### src/rtl/ssc_pkg.sv
// Package: shared state type and ns-to-cycle helpers for the SRAM controller.
// Assumes all time parameters are non-negative integers in nanoseconds.
package ssc_pkg;

    typedef enum logic [2:0] {
        ST_IDLE,
        ST_READ,
        ST_WTURN,
        ST_WPULSE,
        ST_SLEEP,
        ST_WAKE
    } ssc_state_e;

    // Round a nanosecond limit up to whole cycles, never below one.
    function automatic int ns_to_cyc(input int ns, input int clk_ns);
        int c;
        c = (ns + clk_ns - 1) / clk_ns;
        return (c < 1) ? 1 : c;
    endfunction

    function automatic int imax(input int a, input int b);
        return (a > b) ? a : b;
    endfunction

endpackage

### src/rtl/ssc_timer.sv
// Phase timer: loads a count and decrements to zero; done while zero.
// Assumes the loader writes (phase length - 1) on entry to a phase.
module ssc_timer #(
    parameter int W = 8
) (
    input  logic         clk,
    input  logic         rst_n,
    input  logic         load,
    input  logic [W-1:0] load_val,
    output logic         done
);
    logic [W-1:0] cnt_q;

    // Count down, saturating at zero.
    always_ff @(posedge clk) begin
        if (!rst_n)            cnt_q <= '0;
        else if (load)         cnt_q <= load_val;
        else if (cnt_q != '0)  cnt_q <= cnt_q - 1'b1;
    end

    assign done = (cnt_q == '0);
endmodule

### src/rtl/ssc_fsm.sv
// Sequencer: access phases, sleep entry/hold, wake delay and registered
// memory strobes. Assumes sleep_req/wake_req are single-cycle pulses.
module ssc_fsm
    import ssc_pkg::*;
#(
    parameter int RD_CYC   = 1,
    parameter int TURN_CYC = 1,
    parameter int WP_CYC   = 1,
    parameter int HOLD_CYC = 1,
    parameter int WAKE_CYC = 1,
    parameter int TMR_W    = 8
) (
    input  logic clk,
    input  logic rst_n,
    input  logic req_valid,
    input  logic req_we,
    input  logic sleep_req,
    input  logic wake_req,
    output logic req_ready,
    output logic accept,
    output logic capture,
    output logic busy,
    output logic mem_ce_n,
    output logic mem_oe_n,
    output logic mem_we_n,
    output logic mem_ds_n,
    output logic mem_drv
);
    ssc_state_e        state_q, state_d;
    logic              sleep_pend_q, wake_pend_q;
    logic              tmr_load, tmr_done;
    logic [TMR_W-1:0]  tmr_val;

    ssc_timer #(.W(TMR_W)) u_tmr (
        .clk      (clk),
        .rst_n    (rst_n),
        .load     (tmr_load),
        .load_val (tmr_val),
        .done     (tmr_done)
    );

    assign req_ready = (state_q == ST_IDLE) && !sleep_pend_q;
    assign accept    = req_ready && req_valid;
    assign busy      = (state_q != ST_IDLE);

    // Next-state and phase-timer loading.
    always_comb begin
        state_d  = state_q;
        tmr_load = 1'b0;
        tmr_val  = '0;
        capture  = 1'b0;
        case (state_q)
            ST_IDLE: begin
                if (sleep_pend_q) begin
                    state_d  = ST_SLEEP;
                    tmr_load = 1'b1;
                    tmr_val  = TMR_W'(HOLD_CYC - 1);
                end else if (accept && req_we) begin
                    state_d  = ST_WTURN;
                    tmr_load = 1'b1;
                    tmr_val  = TMR_W'(TURN_CYC - 1);
                end else if (accept) begin
                    state_d  = ST_READ;
                    tmr_load = 1'b1;
                    tmr_val  = TMR_W'(RD_CYC - 1);
                end
            end
            ST_READ: begin
                if (tmr_done) begin
                    capture = 1'b1;
                    state_d = ST_IDLE;
                end
            end
            ST_WTURN: begin
                if (tmr_done) begin
                    state_d  = ST_WPULSE;
                    tmr_load = 1'b1;
                    tmr_val  = TMR_W'(WP_CYC - 1);
                end
            end
            ST_WPULSE: begin
                if (tmr_done) state_d = ST_IDLE;
            end
            ST_SLEEP: begin
                if (tmr_done && wake_pend_q) begin
                    state_d  = ST_WAKE;
                    tmr_load = 1'b1;
                    tmr_val  = TMR_W'(WAKE_CYC - 1);
                end
            end
            ST_WAKE: begin
                if (tmr_done) state_d = ST_IDLE;
            end
            default: state_d = ST_IDLE;
        endcase
    end

    // State register.
    always_ff @(posedge clk) begin
        if (!rst_n) state_q <= ST_IDLE;
        else        state_q <= state_d;
    end

    // Remember a sleep command until the block is idle; ignored while asleep.
    always_ff @(posedge clk) begin
        if (!rst_n)                                   sleep_pend_q <= 1'b0;
        else if (state_q == ST_IDLE && sleep_pend_q)  sleep_pend_q <= 1'b0;
        else if (sleep_req && state_q != ST_SLEEP)    sleep_pend_q <= 1'b1;
    end

    // Remember a wake command only while the sleep pin is held low.
    always_ff @(posedge clk) begin
        if (!rst_n)                   wake_pend_q <= 1'b0;
        else if (state_q != ST_SLEEP) wake_pend_q <= 1'b0;
        else if (state_d == ST_WAKE)  wake_pend_q <= 1'b0;
        else if (wake_req)            wake_pend_q <= 1'b1;
    end

    // Registered strobes decoded from the next state, aligned with state_q.
    always_ff @(posedge clk) begin
        if (!rst_n) begin
            mem_ce_n <= 1'b1;
            mem_oe_n <= 1'b1;
            mem_we_n <= 1'b1;
            mem_ds_n <= 1'b1;
            mem_drv  <= 1'b0;
        end else begin
            mem_ce_n <= !(state_d inside {ST_READ, ST_WTURN, ST_WPULSE});
            mem_oe_n <= !(state_d == ST_READ);
            mem_we_n <= !(state_d == ST_WPULSE);
            mem_ds_n <= !(state_d == ST_SLEEP);
            mem_drv  <= (state_d == ST_WPULSE);
        end
    end
endmodule

### src/rtl/ssc_datapath.sv
// Datapath: latches address/write data on accept, captures read data and
// error flag at the end of the read strobe, emits a one-cycle response.
module ssc_datapath #(
    parameter int ADDR_W = 8,
    parameter int DATA_W = 8
) (
    input  logic              clk,
    input  logic              rst_n,
    input  logic              accept,
    input  logic              capture,
    input  logic [ADDR_W-1:0] req_addr,
    input  logic [DATA_W-1:0] req_wdata,
    input  logic [DATA_W-1:0] mem_din,
    input  logic              mem_err,
    output logic [ADDR_W-1:0] mem_addr,
    output logic [DATA_W-1:0] mem_dout,
    output logic              rsp_valid,
    output logic [DATA_W-1:0] rsp_rdata,
    output logic              rsp_err
);
    // Hold request fields stable for the whole access.
    always_ff @(posedge clk) begin
        if (!rst_n) begin
            mem_addr <= '0;
            mem_dout <= '0;
        end else if (accept) begin
            mem_addr <= req_addr;
            mem_dout <= req_wdata;
        end
    end

    // Sample data and flag together; pulse the response strobe.
    always_ff @(posedge clk) begin
        if (!rst_n) begin
            rsp_valid <= 1'b0;
            rsp_rdata <= '0;
            rsp_err   <= 1'b0;
        end else begin
            rsp_valid <= capture;
            if (capture) begin
                rsp_rdata <= mem_din;
                rsp_err   <= mem_err;
            end
        end
    end
endmodule

### src/rtl/sram_sleep_ctrl.sv
// Top: host-side controller for an asynchronous SRAM with deep sleep.
// Timing limits are given in ns and rounded up to cycles of CLK_NS.
// Assumes the host holds a request stable until it is accepted.
module sram_sleep_ctrl
    import ssc_pkg::*;
#(
    parameter int ADDR_W      = 19,
    parameter int DATA_W      = 8,
    parameter int CLK_NS      = 10,
    parameter int T_ACC_NS    = 10,
    parameter int T_HZ_NS     = 5,
    parameter int T_WP_NS     = 7,
    parameter int T_PDS_NS    = 100,
    parameter int T_SETTLE_NS = 1000000,
    parameter int T_WAKE_NS   = 300000
) (
    input  logic              clk,
    input  logic              rst_n,
    input  logic              req_valid,
    output logic              req_ready,
    input  logic              req_we,
    input  logic [ADDR_W-1:0] req_addr,
    input  logic [DATA_W-1:0] req_wdata,
    output logic              rsp_valid,
    output logic [DATA_W-1:0] rsp_rdata,
    output logic              rsp_err,
    input  logic              sleep_req,
    input  logic              wake_req,
    output logic              busy,
    output logic [ADDR_W-1:0] mem_addr,
    output logic [DATA_W-1:0] mem_dout,
    output logic              mem_drv,
    input  logic [DATA_W-1:0] mem_din,
    input  logic              mem_err,
    output logic              mem_ce_n,
    output logic              mem_oe_n,
    output logic              mem_we_n,
    output logic              mem_ds_n
);
    localparam int RD_CYC   = ns_to_cyc(T_ACC_NS, CLK_NS);
    localparam int TURN_CYC = ns_to_cyc(T_HZ_NS, CLK_NS);
    localparam int WP_CYC   = ns_to_cyc(T_WP_NS, CLK_NS);
    localparam int HOLD_CYC = imax(ns_to_cyc(T_PDS_NS, CLK_NS),
                                   ns_to_cyc(T_SETTLE_NS, CLK_NS));
    localparam int WAKE_CYC = ns_to_cyc(T_WAKE_NS, CLK_NS);
    localparam int MAX_CYC  = imax(imax(RD_CYC, TURN_CYC),
                                   imax(WP_CYC, imax(HOLD_CYC, WAKE_CYC)));
    localparam int TMR_W    = $clog2(MAX_CYC + 1);

    logic accept, capture;

    ssc_fsm #(
        .RD_CYC   (RD_CYC),
        .TURN_CYC (TURN_CYC),
        .WP_CYC   (WP_CYC),
        .HOLD_CYC (HOLD_CYC),
        .WAKE_CYC (WAKE_CYC),
        .TMR_W    (TMR_W)
    ) u_fsm (
        .clk       (clk),
        .rst_n     (rst_n),
        .req_valid (req_valid),
        .req_we    (req_we),
        .sleep_req (sleep_req),
        .wake_req  (wake_req),
        .req_ready (req_ready),
        .accept    (accept),
        .capture   (capture),
        .busy      (busy),
        .mem_ce_n  (mem_ce_n),
        .mem_oe_n  (mem_oe_n),
        .mem_we_n  (mem_we_n),
        .mem_ds_n  (mem_ds_n),
        .mem_drv   (mem_drv)
    );

    ssc_datapath #(
        .ADDR_W (ADDR_W),
        .DATA_W (DATA_W)
    ) u_dp (
        .clk       (clk),
        .rst_n     (rst_n),
        .accept    (accept),
        .capture   (capture),
        .req_addr  (req_addr),
        .req_wdata (req_wdata),
        .mem_din   (mem_din),
        .mem_err   (mem_err),
        .mem_addr  (mem_addr),
        .mem_dout  (mem_dout),
        .rsp_valid (rsp_valid),
        .rsp_rdata (rsp_rdata),
        .rsp_err   (rsp_err)
    );
endmodule

### config.mk
export PLATFORM = sky130hd
export DESIGN_NAME = sram_sleep_ctrl
export DESIGN_NICKNAME = d
export VERILOG_FILES = /design/src/rtl/ssc_pkg.sv /design/src/rtl/ssc_timer.sv /design/src/rtl/ssc_fsm.sv /design/src/rtl/ssc_datapath.sv /design/src/rtl/sram_sleep_ctrl.sv
export SDC_FILE = /design/constraint.sdc
export NUM_CORES = 1
export LEC_CHECK = 0
export ABC_CLOCK_PERIOD_IN_PS = 2650
export BUFFER_PORTS_ARGS = -buffer_cell sky130_fd_sc_hd__buf_2
export CAP_MARGIN = 20
export CORE_UTILIZATION = 50
export CTS_CLUSTER_DIAMETER = 120
export DETAILED_ROUTE_END_ITERATION = 16
export GPL_TIMING_DRIVEN = 0
export MAX_ROUTING_LAYER = met4
export PLACE_DENSITY_LB_ADDON = 0.25
export SLEW_MARGIN = 10
export SYNTH_ARGS = -nofsm -noshare
export SYNTH_HDL_FRONTEND = slang
export SYNTH_SLANG_ARGS = --single-unit
### constraint.sdc
create_clock -name clk -period 2.65 [get_ports clk]
set_clock_uncertainty 0.2 [all_clocks]
set_input_delay 0.53 -clock clk [delete_from_list [all_inputs] [get_ports clk]]
set_output_delay 0.53 -clock clk [all_outputs]
set_load 0.005 [all_outputs]
==> metrics.txt <==
status finished, final reports clean; WHS Endpoint u_dp.rsp_err$_SDFFE_PN0P_; DR top layer met4; reg2reg end u_fsm.mem_oe_n$_SDFF_PN1_; n_diodes 0; cts-stage hold buffer count 0; RSZ-0062 raised after global routing false; critical path fanouts, max 10; CP Launch Type register; Overflow after GRT 0; Slew Limit Headroom 0.540; antenna violations before repair 0; die height 75.7 um; Core Region 5170 um2; Netlist Area Pre-Place 2720 um2; # setup viols final 0; Resized cells post-CTS 0; CTS tree done; post-synth cell types 48; Routed Wire Length 6180 um; pwr/cell area 1200 nW/um2; Top delay family on crit path simple AND/OR/NAND/NOR gates; initial core utilization 0.525; ANT nets after route 0; Total Routing Usage GR 0.235; Tmin final 2220 ps; peak supply drop 500 uV; clock sinks 64; Max Buffers Root-to-Sink 2; max-cap viol count 0; setup TNS 0 ps; Area growth syn-to-layout 27.5%; DR vias 2,477; ranking of synthesized cells by area dfxtp_1 (47%), nand2_1 (8.8%), a21oi_1 (7.4%); gp weighted congestion 0.836; Slew @ Worst Pin 684 ps; combinational share of power 0.425; leakage 1.58 nW; CP Class reg2reg; worst skew pair latency 340 ps; clock transition at the registers of the reported paths 70 ps; htree depth 3; Final #Nets 451; R2R cell count 6; crit path DAT 2250 ps; syn avg cell area 8.74 um2; DRC violations left 0; sequential element share of the synthesized area 0.471; Rows 26; Synth Net Count 355; Synth top area share 0.471; worst hold path class in2reg; Clock power frac 0.239; Slew Viols, Final 0; Worst EP required 2670 ps; flop2flop setup slack 430 ps; endpoint class of the critical path register; Synth top cells by count dfxtp_1 (64), nand2_1 (64), a21oi_1 (40), nor2_1 (31); IO Pins 86; number of synthesized register bits 64; WL met3 379 um; DR pass1 iterations 4; Post-CTS Setup Bufs 0; Buf/Inv on CP 1; reg2reg start u_fsm.state_q[1]$_SDFF_PN0_; dominant cell type by area after synthesis dfxtp_1; die width 75.7 um; Hold Path Origin mem_err; cell count after synthesis 311; met1 wire length 2730 um; Final Hold Viols 0; TritonCTS Buffers 9; layout cells sized above 1 0.287; Int Power 2.63 mW; Async SR Flop Fraction 0; Syn. warnings 0; starting DRC count in detailed routing 74; EDFF count, synth 0; drt wl/cell 12.8 um; routed wire length on met2 2960 um; PortBufs 85; slowest cell on the critical path or3b_1; hpwl dp 4450 um; vias in the first global route 2,212; Synth Flop Type dfxtp_1; post-layout util 0.670; pin count of the biggest net entering global routing 11; P_sw 1.54 mW; Via-to-Cell Ratio 5.15; first-pass GRT wire length 9710 um; Root Buffer Master clkbuf_8; crit share post-route 0.839; Seq pwr share 0.335; Switching Fraction 0.369; worst hold stages 3; max incr delay on CP 350 ps; critical-path cell list buf_2 -> nor3_2 -> nand2_1 -> nor2_1 -> o31a_1 -> or3b_1; Fmax achieved 450 MHz; die area 5730 um2
-- worst max-delay path by stage --
stage                                                  from                        end  slack, ps  cells after the start
after floorplan           u_fsm.u_tmr.cnt_q[0]$_SDFFE_PN0P_  u_fsm.mem_oe_n$_SDFF_PN1_        630                      7
after global placement                            req_valid  u_fsm.mem_oe_n$_SDFF_PN1_        370                      6
after detailed placement                          req_valid  u_fsm.mem_oe_n$_SDFF_PN1_        380                      6
after CTS                       u_fsm.state_q[1]$_SDFF_PN0_                  req_ready        430                      5
after global routing            u_fsm.state_q[1]$_SDFF_PN0_  u_fsm.mem_oe_n$_SDFF_PN1_        290                      6
final                           u_fsm.state_q[1]$_SDFF_PN0_  u_fsm.mem_oe_n$_SDFF_PN1_        430                      6
-- stage by stage --
step           hold slack [ps]  total power, mW  cell area (um2)  setup WS (ps)  std cells
2_1_floorplan              253             2.73             2720            631        311
3_3_place_gp               239             3.12             3230            374        466
3_5_place_dp               243             3.18             3230            377        466
4_1_cts                    204             4.20             3470            430        481
5_1_grt                    211             4.47             3470            286        481
6_report                   218             4.17             3470            428        481
-- registers in the layout (all words and copies together), names as in the netlist --
signal,count
u_dp.mem_addr,19
u_dp.mem_dout,8
u_dp.rsp_err,1
u_dp.rsp_rdata,8
u_dp.rsp_valid,1
u_fsm.mem_ce_n,1
u_fsm.mem_drv,1
u_fsm.mem_ds_n,1
u_fsm.mem_oe_n,1
u_fsm.mem_we_n,1
u_fsm.sleep_pend_q,1
u_fsm.state_q,3
u_fsm.u_tmr.cnt_q,17
u_fsm.wake_pend_q,1
-- tightest hold or removal path, delay by kind of cell --
family | cells | cell delay (ps)
simple gates | 1 | 70
buf+inv | 1 | 70
mux | 1 | 50
-- metal layers --
metal,GRT usage,vias to the layer above
met5,-,-
met4,0.107,0
met3,0.0741,13
met2,0.367,73
met1,0.277,1139
li1,-,1252
-- kinds of logic after synthesis --
kind of cell	count (synthesis)	synth area share
AO/OA/AOI/OAI	67	0.150
XOR/XNOR	13	0.0419
adder cells (fa/ha/maj)	2	0.00921
buffers and inverters	23	0.0405
flip-flops	64	0.471
multiplexers	10	0.0373
AND/OR/NAND/NOR	132	0.250
-- final cells by class --
| cell class | instances | area, um2 |
|---|---|---|
| Multi-Input combinational cell | 224 | 1330 |
| Tap cell | 70 | 87.6 |
| Clock buffer | 12 | 145 |
| Buffer | 18 | 91.3 |
| Timing Repair Buffer | 85 | 425 |
| Sequential cell | 64 | 1280 |
| Inverter | 5 | 18.8 |
| Fill cell | 426 | 1710 |
| Clock inverter | 3 | 90.1 |
-- power groups by stage --
stage	Sequential (mW)	Clock (mW)	Combinational, mW
2_1_floorplan	1.40	0	1.34
3_3_place_gp	1.40	0	1.72
3_5_place_dp	1.42	0	1.77
4_1_cts	1.40	1.02	1.78
5_1_grt	1.43	1.06	1.99
6_report	1.40	0.998	1.77
-- placed cells by master, fill, tap and decap left out, types with 2 or more instances in the layout --
master / synthesis / final
buf_6: 2 / 2
bufinv_16: 0 / 3
mux2i_1: 9 / 9
and2_1: 3 / 3
a21o_1: 2 / 2
nor4_2: 2 / 2
o21ai_1: 2 / 2
dfxtp_1: 64 / 64
xnor2_1: 6 / 6
nand3b_1: 4 / 4
ha_1: 2 / 2
o21ai_0: 6 / 6
nand2_1: 64 / 64
a21oi_1: 40 / 40
buf_1: 2 / 2
nand3_1: 4 / 4
nand4_1: 6 / 6
nor4_4: 2 / 2
o31a_1: 2 / 2
nor2_1: 31 / 31
inv_1: 4 / 4
xor2_1: 7 / 7
o311a_1: 2 / 2
nor2b_1: 2 / 2
clkbuf_1: 9 / 11
buf_2: 4 / 89
nand2b_1: 2 / 2
clkbuf_8: 0 / 10
nor3_1: 4 / 4
o21a_1: 4 / 4
Note: power is estimated with default switching activity, not from simulation.
